**src/rtl/acs_pkg.sv**
```systemverilog
package acs_pkg;
  localparam int ACS_ACC_W  = 40;
  localparam int ACS_N_ACC  = 8;
  localparam int ACS_BM_W   = 24;
  localparam int ACS_LANE_W = 16;
  localparam int ACS_TB_W   = 16;

  typedef enum logic {
    PICK_FIRST  = 1'b0,
    PICK_SECOND = 1'b1
  } pick_e;
endpackage

```
**src/rtl/acs_acc_file.sv**
```systemverilog
module acs_acc_file #(
  parameter int N  = 8,
  parameter int W  = 40,
  parameter int IW = $clog2(N)
) (
  input  logic          clk,
  input  logic          rst,
  input  logic          we,
  input  logic [IW-1:0] waddr,
  input  logic [W-1:0]  wdata,
  input  logic [IW-1:0] ra_a,
  output logic [W-1:0]  rd_a,
  input  logic [IW-1:0] ra_b,
  output logic [W-1:0]  rd_b,
  input  logic [IW-1:0] rq_addr,
  output logic [W-1:0]  rq_data
);
  logic [W-1:0] mem [N];

  always_ff @(posedge clk) begin
    if (rst) begin
      for (int i = 0; i < N; i++) mem[i] <= '0;
      rq_data <= '0;
    end else begin
      if (we) mem[waddr] <= wdata;
      rq_data <= mem[rq_addr];
    end
  end

  assign rd_a = mem[ra_a];
  assign rd_b = mem[ra_b];
endmodule

```
**src/rtl/acs_compare.sv**
```systemverilog
module acs_compare
  import acs_pkg::*;
#(
  parameter int W    = 40,
  parameter int BM_W = 24
) (
  input  logic [W-1:0]    pm_a,
  input  logic [W-1:0]    pm_b,
  input  logic [BM_W-1:0] bm_a,
  input  logic [BM_W-1:0] bm_b,
  input  logic [BM_W-1:0] norm,
  output pick_e           pick,
  output logic [W-1:0]    result
);
  localparam int EXT = W - BM_W;

  logic [W-1:0] sum_a, sum_b, winner;

  assign sum_a = pm_a + {{EXT{bm_a[BM_W-1]}}, bm_a};
  assign sum_b = pm_b + {{EXT{bm_b[BM_W-1]}}, bm_b};

  // strict less-than keeps the first source on equality
  assign pick   = ($signed(sum_b) < $signed(sum_a)) ? PICK_SECOND : PICK_FIRST;
  assign winner = (pick == PICK_SECOND) ? sum_b : sum_a;
  assign result = winner - {{EXT{1'b0}}, norm};
endmodule

```
**src/rtl/acs_split_lane.sv**
```systemverilog
module acs_split_lane #(
  parameter int LW = 16
) (
  input  logic [LW-1:0] a,
  input  logic [LW-1:0] b,
  input  logic          sub,
  output logic [LW-1:0] y
);
  logic signed [LW:0] ax, bx, s;

  assign ax = $signed({a[LW-1], a});
  assign bx = $signed({b[LW-1], b});
  assign s  = sub ? (ax - bx) : (ax + bx);

  always_comb begin
    if (s[LW] != s[LW-1])
      y = s[LW] ? {1'b1, {(LW-1){1'b0}}} : {1'b0, {(LW-1){1'b1}}};
    else
      y = s[LW-1:0];
  end
endmodule

```
**src/rtl/viterbi_acs.sv**
```systemverilog
module viterbi_acs
  import acs_pkg::*;
#(
  parameter int ACC_W  = ACS_ACC_W,
  parameter int N_ACC  = ACS_N_ACC,
  parameter int BM_W   = ACS_BM_W,
  parameter int LANE_W = ACS_LANE_W,
  parameter int TB_W   = ACS_TB_W,
  parameter int IDX_W  = $clog2(N_ACC)
) (
  input  logic              clk,
  input  logic              rst,
  input  logic              ld_en,
  input  logic [IDX_W-1:0]  ld_idx,
  input  logic [ACC_W-1:0]  ld_data,
  input  logic              op_en,
  input  logic              op_split,
  input  logic              split_sub,
  input  logic [IDX_W-1:0]  src_a,
  input  logic [IDX_W-1:0]  src_b,
  input  logic              dst_b,
  input  logic [BM_W-1:0]   bm_a,
  input  logic [BM_W-1:0]   bm_b,
  input  logic [BM_W-1:0]   norm,
  input  logic [IDX_W-1:0]  rd_idx,
  output logic [ACC_W-1:0]  rd_data,
  output logic              dec_out,
  output logic              dec_valid,
  output logic [TB_W-1:0]   tb_reg
);
  localparam int NLANES = 2;
  localparam int PACK_W = NLANES * LANE_W;
  localparam int GUARD  = ACC_W - PACK_W;

  logic [ACC_W-1:0] pm_a, pm_b, path_res, split_res, wr_data;
  logic [IDX_W-1:0] wr_idx;
  logic             wr_en, path_op;
  pick_e            pick;

  acs_acc_file #(.N(N_ACC), .W(ACC_W), .IW(IDX_W)) u_file (
    .clk(clk), .rst(rst),
    .we(wr_en), .waddr(wr_idx), .wdata(wr_data),
    .ra_a(src_a), .rd_a(pm_a),
    .ra_b(src_b), .rd_b(pm_b),
    .rq_addr(rd_idx), .rq_data(rd_data)
  );

  acs_compare #(.W(ACC_W), .BM_W(BM_W)) u_cmp (
    .pm_a(pm_a), .pm_b(pm_b), .bm_a(bm_a), .bm_b(bm_b),
    .norm(norm), .pick(pick), .result(path_res)
  );

  for (genvar l = 0; l < NLANES; l++) begin : g_lane
    acs_split_lane #(.LW(LANE_W)) u_lane (
      .a(pm_a[l*LANE_W +: LANE_W]),
      .b(pm_b[l*LANE_W +: LANE_W]),
      .sub(split_sub),
      .y(split_res[l*LANE_W +: LANE_W])
    );
  end

  if (GUARD > 0) begin : g_guard
    assign split_res[ACC_W-1:PACK_W] = {GUARD{split_res[PACK_W-1]}};
  end

  // an operation owns the write port; a concurrent load is dropped
  assign path_op = op_en & ~op_split;
  assign wr_en   = op_en | ld_en;
  assign wr_idx  = op_en ? (dst_b ? src_b : src_a) : ld_idx;
  assign wr_data = op_en ? (op_split ? split_res : path_res) : ld_data;

  always_ff @(posedge clk) begin
    if (rst) begin
      dec_out   <= 1'b0;
      dec_valid <= 1'b0;
      tb_reg    <= '0;
    end else begin
      dec_valid <= path_op;
      if (path_op) begin
        dec_out <= pick;
        tb_reg  <= {tb_reg[TB_W-2:0], pick};
      end
    end
  end
endmodule

```
**config.mk**
```make
export PLATFORM = sky130hd
export DESIGN_NAME = viterbi_acs
export DESIGN_NICKNAME = d
export VERILOG_FILES = /design/src/rtl/acs_pkg.sv /design/src/rtl/acs_acc_file.sv /design/src/rtl/acs_compare.sv /design/src/rtl/acs_split_lane.sv /design/src/rtl/viterbi_acs.sv
export SDC_FILE = /design/constraint.sdc
export NUM_CORES = 1
export LEC_CHECK = 0
export BUFFER_PORTS_ARGS = -buffer_cell sky130_fd_sc_hd__buf_4
export CORE_MARGIN = 8
export CORE_UTILIZATION = 57
export DETAILED_ROUTE_END_ITERATION = 12
export GPL_ROUTABILITY_DRIVEN = 0
export PLACE_DENSITY = 0.76
export SLEW_MARGIN = 20
export SYNTH_ARGS = -nofsm -noshare
export SYNTH_HDL_FRONTEND = slang
export SYNTH_SLANG_ARGS = --single-unit
```
**constraint.sdc**
```tcl
create_clock -name clk -period 15.6 [get_ports clk]
set_input_delay 1.56 -clock clk [delete_from_list [all_inputs] [get_ports clk]]
set_output_delay 1.56 -clock clk [all_outputs]
set_load 0.01 [all_outputs]
```
# == Word level (Yosys, flattened, before mapping) ==
# Memory sizes are Yosys's and may differ from the RTL's. A register that Yosys moved wholly into a read port is not among the register bits.
# Cells that the tools add are included.
# totals
ramBits,320
mem_bits_ro,0
word_cells,38
latch_bits,0
regBits,18
mem_count,1
# memory_table
memory,words,width,rd,rd_ports_with_merged_regs,write_ports,line,text
u_file.mem,8,40,3,1,8,acs_acc_file.sv:18,logic [W-1:0] mem [N];
# op_classes
addsub,7
div,0
n_reduce_logical,1
multipliers,0
n_shift,0
bitwise,3
n_mux,20
magnitude_cmp,1
eq_ne,2
# ops
cell,n
40-bit 2-to-1 mux,4
40-bit adder,2
16-bit 2-to-1 mux,4
40-bit less-than comparator,1
40-bit OR reduction,1
40-bit by 24-bit subtractor with 40-bit output,1
16-bit by 16-bit adder with 17-bit output,2
17-bit 2-to-1 mux,2
16-bit by 16-bit subtractor with 17-bit output,2
3-bit 2-to-1 mux,3
1-bit 2-to-1 mux,7
1-bit inequality test,2
1-bit bitwise AND,1
1-bit NOT,1
1-bit bitwise OR,1

# == Longest topological paths before layout ==
# Gate-level depths: netlist of the first run.
# An unclocked memory read counts as a cell.
# logic_depth
depth_word,9
ltp_mapped,48
mapped_depth_nobuf,42

# == By module ==
# From an unflattened synthesis of the first run, not the netlist that was laid out.
# hier_totals
cells_unflattened,2769
hier_area_um2,31596.6
# modules_own_cells
module,instances,cells_per_inst,area_per_inst_um2
acs_acc_file,1,1205,20557.2
acs_compare,1,990,6981.7
viterbi_acs,1,222,1531.5
acs_split_lane (g_lane[0].u_lane),1,180,1343.8
acs_split_lane (g_lane[1].u_lane),1,172,1182.4

# == Worst setup path before layout of the first run ==
# No wires, ideal clock.
# synth_path
path_kind,input port to flip-flop
start,input port src_b[0]
end,memory u_file.mem[0][38] (data pin)
path_slack_ns,3.560
path_buffers,9
path_stages,43
t_required_ns,15.330
t_arrival_ns,11.771
path_cell_list,buf_4 -> buf_4 -> buf_4 -> buf_2 -> buf_2 -> clkbuf_1 -> mux4_2 -> mux2i_1 -> inv_1 -> ha_1 -> a21oi_1 -> o2111ai_2 -> a211oi_1 -> or3_1 -> a21oi_1 -> or2_2 -> xor2_1 -> ha_1 -> [7 not listed] -> clkbuf_8 -> clkbuf_1 -> clkbuf_1 -> nand2b_1 -> nand2_1 -> ha_1 -> a21o_1 -> a21o_1 -> a21o_1 -> a2111oi_0 -> nor2b_1 -> a21oi_1 -> o21ai_0 -> o21ai_1 -> or2_2 -> o311a_1 -> a211oi_2 -> nor2_1
# synth_rtl
element,line,text
start: declaration,viterbi_acs.sv:20,"input logic [IDX_W-1:0] src_b,"
end: declaration,acs_acc_file.sv:18,

==> results of run 1 <==
==> path summary, 6_finish.rpt <==
path	cells past startpoint	end
hold / removal	2	tb_reg[15]
setup / recovery	37	u_file.mem[3][26]
setup reg to reg	35	u_file.mem[3][26]
hold reg to reg	2	tb_reg[15]
==> metal layers <==
layer	vias up	wire [microns]	GRT usage [%]
li1	11000	-	-
met1	12400	35600	40.1
met2	1883	45000	49.8
met3	328	13900	8.74
met4	0	4530	14.4
met5	-	0	0
==> cell families after synthesis <==
group | share of synthesized area, %
and+or+nand+nor | 12.6
AOI/OAI and AO/OA | 12.9
muxes | 23.2
DFF | 35.2
buffers and inverters | 4.15
adders and majority gates | 7.58
xor gates and xnor gates | 4.36
==> stage by stage <==
stage	area (sq um)	util, %	hold slack [ns]	instances
final	33600	62.9	0.461	3645
after detailed placement	32300	60.4	0.456	3573
after floorplan	30500	-	0.481	2827
after CTS	33600	62.9	0.464	3643
after global routing	33600	62.9	0.485	3643
after global placement	32300	60.4	0.446	3573
==> power by group <==
| group | switching, uW | total (uW) | leakage, uW | internal, uW |
|---|---|---|---|---|
| sequential | 48.5 | 1220 | 0.00379 | 1170 |
| clock | 405 | 974 | 0.000643 | 569 |
| combinational | 1540 | 2500 | 0.00895 | 960 |
==> critical path: cells and delay by family <==
kind	cells	cell delay, ns
buffers and inverters	3	1.17
xor gates and xnor gates	2	0.61
and+or+nand+nor	5	1.01
AOI/OAI and AO/OA	20	6.07
muxes	3	1.26
adders and majority gates	4	1.27
==> cell usage after synthesis, types with 15 or more instances <==
master and instances:
sky130_fd_sc_hd__a211oi_1 22, sky130_fd_sc_hd__a21o_1 61, sky130_fd_sc_hd__a21oi_1 167, sky130_fd_sc_hd__a31oi_1 23, sky130_fd_sc_hd__and2_1 17, sky130_fd_sc_hd__buf_1 29
sky130_fd_sc_hd__clkbuf_1 101, sky130_fd_sc_hd__dfxtp_1 57, sky130_fd_sc_hd__edfxtp_1 320, sky130_fd_sc_hd__ha_1 177, sky130_fd_sc_hd__inv_1 123, sky130_fd_sc_hd__mux2_2 69
sky130_fd_sc_hd__mux2i_1 89, sky130_fd_sc_hd__mux4_2 240, sky130_fd_sc_hd__nand2_1 139, sky130_fd_sc_hd__nand2b_1 28, sky130_fd_sc_hd__nand3_1 33, sky130_fd_sc_hd__nand4_1 20
sky130_fd_sc_hd__nor2_1 419, sky130_fd_sc_hd__nor2b_1 19, sky130_fd_sc_hd__nor3_1 77, sky130_fd_sc_hd__nor4_1 17, sky130_fd_sc_hd__o211ai_1 18, sky130_fd_sc_hd__o21a_1 29
sky130_fd_sc_hd__o21ai_0 121, sky130_fd_sc_hd__o21bai_1 17, sky130_fd_sc_hd__or3_1 15, sky130_fd_sc_hd__xnor2_1 99, sky130_fd_sc_hd__xor2_1 51
==> cell type report <==
class                   instances  area (sq um)
repair buffers                215          1610
inverters                     123           462
clock buffers                  49          1100
clock inverters                21           228
fillers                      4014         19800
diodes                          2          5.00
well taps                     696           871
multi-input cells            2162         18600
flip-flops and latches        377         10800
==> impl_summary.txt, run 1 <==
----------------------------------------------------
[Die]
  Effective utilization at floorplan ... 57.2%
  Core region area ... 0.0534 sq mm
  Site Rows ... 85
  Die Area ... 0.0612 sq mm
  Top-level I/O count ... 189
  Die X ... 247 microns
  Die height ... 247 microns

[STA]
  Fmax ... 78.0 MHz
  Max Slew Vio Count ... 0
  Count of final setup violators ... 0
  Setup repair after global routing missed its margin ... false
  Setup ws final ... 2.79 ns
  Maximum clock skew at final layout ... 0.0343 ns
  Number of endpoints with negative hold slack in the final report ... 0
  Slew @ Worst Pin ... 1.17 ns
  Time the final worst path needs with I/O delays and setup ... 12.81 ns
  Headroom to the max-slew limit ... 21.7%
  Setup total negative slack ... 0 ns
  Share of the cycle needed by the critical path after routing ... 82.1%

[Detailed routing]
  Final routed wirelength across all metal layers ... 99000 microns
  Via density per instance ... 7.01
  Wirelength per Cell ... 27.2 microns
  1st-iter DRT viols ... 3172
  First-pass iteration count of the detailed router ... 6
  Remaining routing DRC violations ... 0
  DR vias ... 25600
  Antenna Violating Nets Remaining ... 0

[Worst setup path]
  CP Max Fanout ... 34
  Path type of the worst setup path ... primary input to flip-flop
  Arrival @ worst endpoint ... 13.08 ns
  Data required, critical path ... 15.87 ns
  Startpoint of the worst register-to-register path ... u_file.mem[7][1]
  Worst-path cell with the longest stage delay ... sky130_fd_sc_hd__o21ai_1
  Nature of the critical path startpoint ... primary input
  Worst Setup SP ... src_b[0]
  Delay of the slowest critical-path stage ... 0.70 ns
  Flop2flop setup slack ... 4.55 ns
  Endpoint class of the critical path ... flip-flop
  Library cell appearing most often on the critical path ... sky130_fd_sc_hd__a21oi_1

[Place]
  Post-detailed-placement half-perimeter wirelength ... 67700 microns
  IO buf count ... 188
  Setup slack after placement ... 2.45 ns

[Hold path]
  Hold_sp ... tb_reg[15]
  Classification of the worst-slack hold path ... flip-flop to flip-flop

[Power]
  Worst voltage drop across the vdd grid ... 0.129 mV
  PD cells ... 140 mW/mm^2
  Leakage component of the power ... 0.0134 uW
  Power consumption ... 4700 uW

[GRT]
  Antenna violations before repair ... 0
  Global-route total usage across every layer ... 31.5%
  Via count of the first global-routing pass ... 25300
  Total congestion overflow ... 0
  Wire length of the first global-routing pass ... 146000 microns
  Largest net degree at the start of global routing ... 67

[Synthesis]
  Async set-reset flop share out of synthesis ... 0%
  Cell accounting for the most synthesized area ... sky130_fd_sc_hd__edfxtp_1
  Number of flops mapped to enable cells by yosys ... 320
  Register bit count reported by yosys ... 377
  Total standard cell area after synthesis ... 0.0305 sq mm
  Post-synthesis cell type count ... 105
  Yosys top cell area share ... 31.5%
  Largest cells by area after synthesis ... sky130_fd_sc_hd__edfxtp_1 31%, sky130_fd_sc_hd__mux4_2 18%, sky130_fd_sc_hd__ha_1 7.3%
  Post-Syn Area per Cell ... 10.8 sq um
  Part of the Yosys area used for sequential elements ... 35.2%
  Cells after synthesis ... 2827
  Yosys warning count ... 0
  Total nets after synthesis ... 3140
  Dominant register cell in the synthesized netlist ... sky130_fd_sc_hd__edfxtp_1

[Clock network]
  CTS root buffer ... sky130_fd_sc_hd__clkbuf_16
  Clock latency on the worst-skew pair ... 0.56 ns
  Post-cts sizing count ... 0
  Post-CTS setup buffer count ... 0
  Clock tree from TritonCTS ... done
  Maximum level of the CTS H-tree ... 2
  Number of buffers on the longest clock path ... 3
  Clock tree sinks ... 377
  Clock-pin slew on the worst setup and hold paths ... 0.07 ns
  Num CTS Buffers ... 38
  Count of hold-fix buffers inserted at cts ... 0

[Cells and area]
  Ratio of cells with drive above 1 in the final layout ... 22.1%
  Most frequent standard cell in the layout excluding fill and tap cells ... sky130_fd_sc_hd__nor2_1
  Flip-flop count of the largest register after layout ... 320
  Number of nets at the end of the flow ... 3230
  Highest-count cells in the layout ignoring fill and taps ... 418 x sky130_fd_sc_hd__nor2_1, 320 x sky130_fd_sc_hd__edfxtp_1, 240 x sky130_fd_sc_hd__mux4_2
  Syn-to-layout area delta ... 10.1%

[Status]
  Status ... finished, final reports clean

[Run]
  Max-cap check violation count ... 0

----------------------------------------------------
(Power assumes the default switching activity.)
==> inputs of run 2 (changes only) <==
Settings changed: ABC_AREA from default to 1, PLACE_DENSITY 0.76 to 0.75.
Clock period 15.6 ns to 13.1 ns, I/O delays scaled along.
==> run 2 against run 1 <==
  * Combinational power up 26%
  * Final cell count grew 43%
  * Die area is 3.3% higher
  * Count of clock-buffer cells in the layout up 15
  * Worst setup slack got worse by 1.2 ns
==> impl_summary.txt, run 2 <==
----------------------------------------------------
[Cells and area]
  Highest-count cells in the layout ignoring fill and taps ... 727 x sky130_fd_sc_hd__o21ai_0, 653 x sky130_fd_sc_hd__nor2_1, 631 x sky130_fd_sc_hd__nand2_1
  Number of nets at the end of the flow ... 4758 (+47%)
  Syn-to-layout area delta ... 9.26%
  Flip-flop count of the largest register after layout ... 320 (unchanged)
  Most frequent standard cell in the layout excluding fill and tap cells ... sky130_fd_sc_hd__o21ai_0
  Ratio of cells with drive above 1 in the final layout ... 9.00% (-13 points)
  Final instance count without filler cells ... 5227 (+43%)

[Synthesis]
  Largest cells by area after synthesis ... sky130_fd_sc_hd__edfxtp_1 30%, sky130_fd_sc_hd__o21ai_0 12%, sky130_fd_sc_hd__a21oi_1 8.3%
  Yosys top cell area share ... 30.4% (-1.1 points)
  Number of flops mapped to enable cells by yosys ... 320 (unchanged)
  Total nets after synthesis ... 4741 (+51%)
  Async set-reset flop share out of synthesis ... 0% (unchanged)
  Cells after synthesis ... 4428 (+57%)
  Total standard cell area after synthesis ... 0.0316 sq mm (+3.5%)
  Part of the Yosys area used for sequential elements ... 34.0% (-1.2 points)
  Leading cell type by number of instances after synthesis ... sky130_fd_sc_hd__o21ai_0
  Yosys warning count ... 0 (unchanged)
  Post-Syn Area per Cell ... 7.13 sq um (-34%)
  Register bit count reported by yosys ... 377 (unchanged)
  Dominant register cell in the synthesized netlist ... sky130_fd_sc_hd__edfxtp_1
  Post-synthesis cell type count ... 61 (-42%)
  Most frequent cells after synthesis ... 727 x sky130_fd_sc_hd__o21ai_0, 654 x sky130_fd_sc_hd__nor2_1, 639 x sky130_fd_sc_hd__nand2_1
  Cell accounting for the most synthesized area ... sky130_fd_sc_hd__edfxtp_1

[Worst setup path]
  Data required, critical path ... 13.54 ns (-2.33 ns)
  Depth of the most critical reg-to-reg path ... 63 (+80%)
  Worst reg2reg path endpoint ... u_file.mem[6][32]
  Flop2flop setup slack ... 2.87 ns (-1.68 ns)
  Largest delay contributor family on the critical path ... compound AO/OA/AOI/OAI gates
  Endpoint class of the critical path ... flip-flop
  Arrival @ worst endpoint ... 11.97 ns (-1.11 ns)
  Nature of the critical path startpoint ... primary input
  Library cell appearing most often on the critical path ... sky130_fd_sc_hd__nand2_1
  Startpoint of the worst register-to-register path ... u_file.mem[5][0]
  Delay of the slowest critical-path stage ... 0.62 ns (-0.08 ns)
  Combined buffer and inverter count along the critical path ... 8 (+5)
  Worst-path cell with the longest stage delay ... sky130_fd_sc_hd__clkinv_1
  Path type of the worst setup path ... primary input to flip-flop
  CP Max Fanout ... 132 (+290%)

[STA]
  Setup repair after global routing missed its margin ... false
  Share of the cycle needed by the critical path after routing ... 88.0%
  Maximum clock skew at final layout ... 0.0227 ns (-0.0116 ns)
  Headroom to the max-slew limit ... 27.4% (+5.7 points)
  Time the final worst path needs with I/O delays and setup ... 11.53 ns
  Max Slew Vio Count ... 0 (unchanged)
  Setup total negative slack ... 0 ns (unchanged)
  Fmax ... 86.7 MHz
  Slew @ Worst Pin ... 1.08 ns (-0.0910 ns)
  Number of endpoints with negative hold slack in the final report ... 0 (unchanged)
  Count of final setup violators ... 0 (unchanged)

[Clock network]
  Number of buffers on the longest clock path ... 3 (unchanged)
  CTS root buffer ... sky130_fd_sc_hd__clkbuf_16
  Clock tree sinks ... 377 (unchanged)
  Clock tree from TritonCTS ... done
  Maximum level of the CTS H-tree ... 2 (unchanged)
  Count of hold-fix buffers inserted at cts ... 0 (unchanged)
  Clock-pin slew on the worst setup and hold paths ... 0.06 ns (about the same)
  Post-CTS setup buffer count ... 0 (unchanged)
  Num CTS Buffers ... 41 (+7.9%)
  Post-cts sizing count ... 0 (unchanged)
  Clock latency on the worst-skew pair ... 0.58 ns (+0.02 ns)

[Power]
  Leakage component of the power ... 0.0147 uW (+9.6%)
  PD cells ... 166 mW/mm^2 (+19%)
  Worst voltage drop across the vdd grid ... 0.126 mV (-2.4%)

[Run]
  Max-cap check violation count ... 0 (unchanged)

[Hold path]
  Worst Hold Path Cells ... 2 (unchanged)
  Hold_sp ... tb_reg[8]
  Capture endpoint of the worst hold path ... tb_reg[9]
  Classification of the worst-slack hold path ... flip-flop to flip-flop

[Die]
  Top-level I/O count ... 189 (unchanged)
  Effective utilization at floorplan ... 57.5% (+0.28 points)
  Die X ... 251 microns (+1.6%)
  Die Area ... 0.0632 sq mm (+3.3%)
  Site Rows ... 86 (+1.2%)
  Core region area ... 0.0550 sq mm (+3.0%)
  Die height ... 251 microns (+1.6%)

[Detailed routing]
  Wirelength per Cell ... 22.1 microns (-19%)
  Via density per instance ... 6.21 (-11%)
  Antenna Violating Nets Remaining ... 0 (unchanged)
  1st-iter DRT viols ... 4945 (+56%)
  DR vias ... 32500 (+27%)
  Final routed wirelength across all metal layers ... 115000 microns (+17%)
  Remaining routing DRC violations ... 0 (unchanged)
  First-pass iteration count of the detailed router ... 9 (+3)

[Place]
  IO buf count ... 188 (unchanged)
  Post-detailed-placement half-perimeter wirelength ... 77800 microns (+15%)
  Placed Cells incl. Taps ... 5150 (+44%)

[GRT]
  Largest net degree at the start of global routing ... 148 (+120%)
  Wire length of the first global-routing pass ... 173000 microns (+18%)
  Antenna violations before repair ... 1 (+1)
  Total congestion overflow ... 0 (unchanged)
  Via count of the first global-routing pass ... 29200 (+15%)
  Global-route total usage across every layer ... 35.1% (+3.6 points)

[Status]
  Status ... finished, final reports clean

----------------------------------------------------
## run 2: area by class of cell
| cell class | instances | area [sq um] |
|---|---|---|
| multi-input combinational | 3382 | 18200 |
| tap | 748 | 936 |
| clock buffer | 64 | 1150 |
| antenna | 1 | 2.50 |
| sequential | 377 | 10800 |
| timing repair buffer | 222 | 1730 |
| clock inverter | 12 | 118 |
| fill | 5063 | 20500 |
| inverter | 421 | 1580 |
## run 2: worst reg2reg max path, delay by kind of cell, from the launching register on
family / cells / cell delay (ns)
adders and majority gates: 5 / 1.72
xor gates and xnor gates: 1 / 0.09
AOI/OAI and AO/OA: 17 / 3.95
and+or+nand+nor: 32 / 3.19
buffers and inverters: 8 / 0.83
DFF: 1 / 0.32
## run 2: logic make-up after synthesis
kind of cell / Yosys count / share of synthesized area (%)
flops: 377 / 34.0
xor+xnor: 122 / 3.38
compound gates: 1554 / 26.8
buf+inv: 669 / 8.37
simple gates: 1524 / 20.0
fa+ha+maj: 182 / 7.33
## run 2: layer usage
| metal | GRT usage [%] | wire [microns] | share of wire [%] |
|---|---|---|---|
| met5 | 0 | 11 | 0.0095 |
| met4 | 25.8 | 9780 | 8.5 |
| met3 | 5.77 | 12900 | 11 |
| met2 | 53.6 | 49700 | 43 |
| met1 | 44.7 | 43100 | 37 |
## run 2: worst max-delay path by stage
stage              from           endpoint  cells after the start  slack [ns]
2_1_floorplan  src_a[0]  u_file.mem[0][28]                     68        3.10
3_3_place_gp   src_b[0]  u_file.mem[5][32]                     55        1.83
3_5_place_dp   src_b[0]  u_file.mem[6][32]                     62        1.63
4_1_cts        src_b[0]  u_file.mem[6][32]                     62        2.16
5_1_grt        src_b[0]  u_file.mem[1][32]                     63        0.69
6_report       src_a[0]  u_file.mem[6][32]                     63        1.57
## run 2: report_power, final
part           switching, uW  internal (uW)  total [uW]
registers               42.7           1400        1440
logic                   2180            974        3160
clock network            484            647        1130
## run 2: metrics by stage
stage	utilization (%)	total power (uW)	cell area, sq um	hold slack, ns	setup WS [ns]
6_report	62.8	5730	34500	0.511	1.57
5_1_grt	62.8	6100	34500	0.533	0.688
4_1_cts	62.8	5640	34500	0.506	2.16
3_5_place_dp	60.4	4510	33200	0.496	1.63
3_3_place_gp	60.4	4480	33200	0.498	1.83
2_1_floorplan	-	3690	31600	0.500	3.10
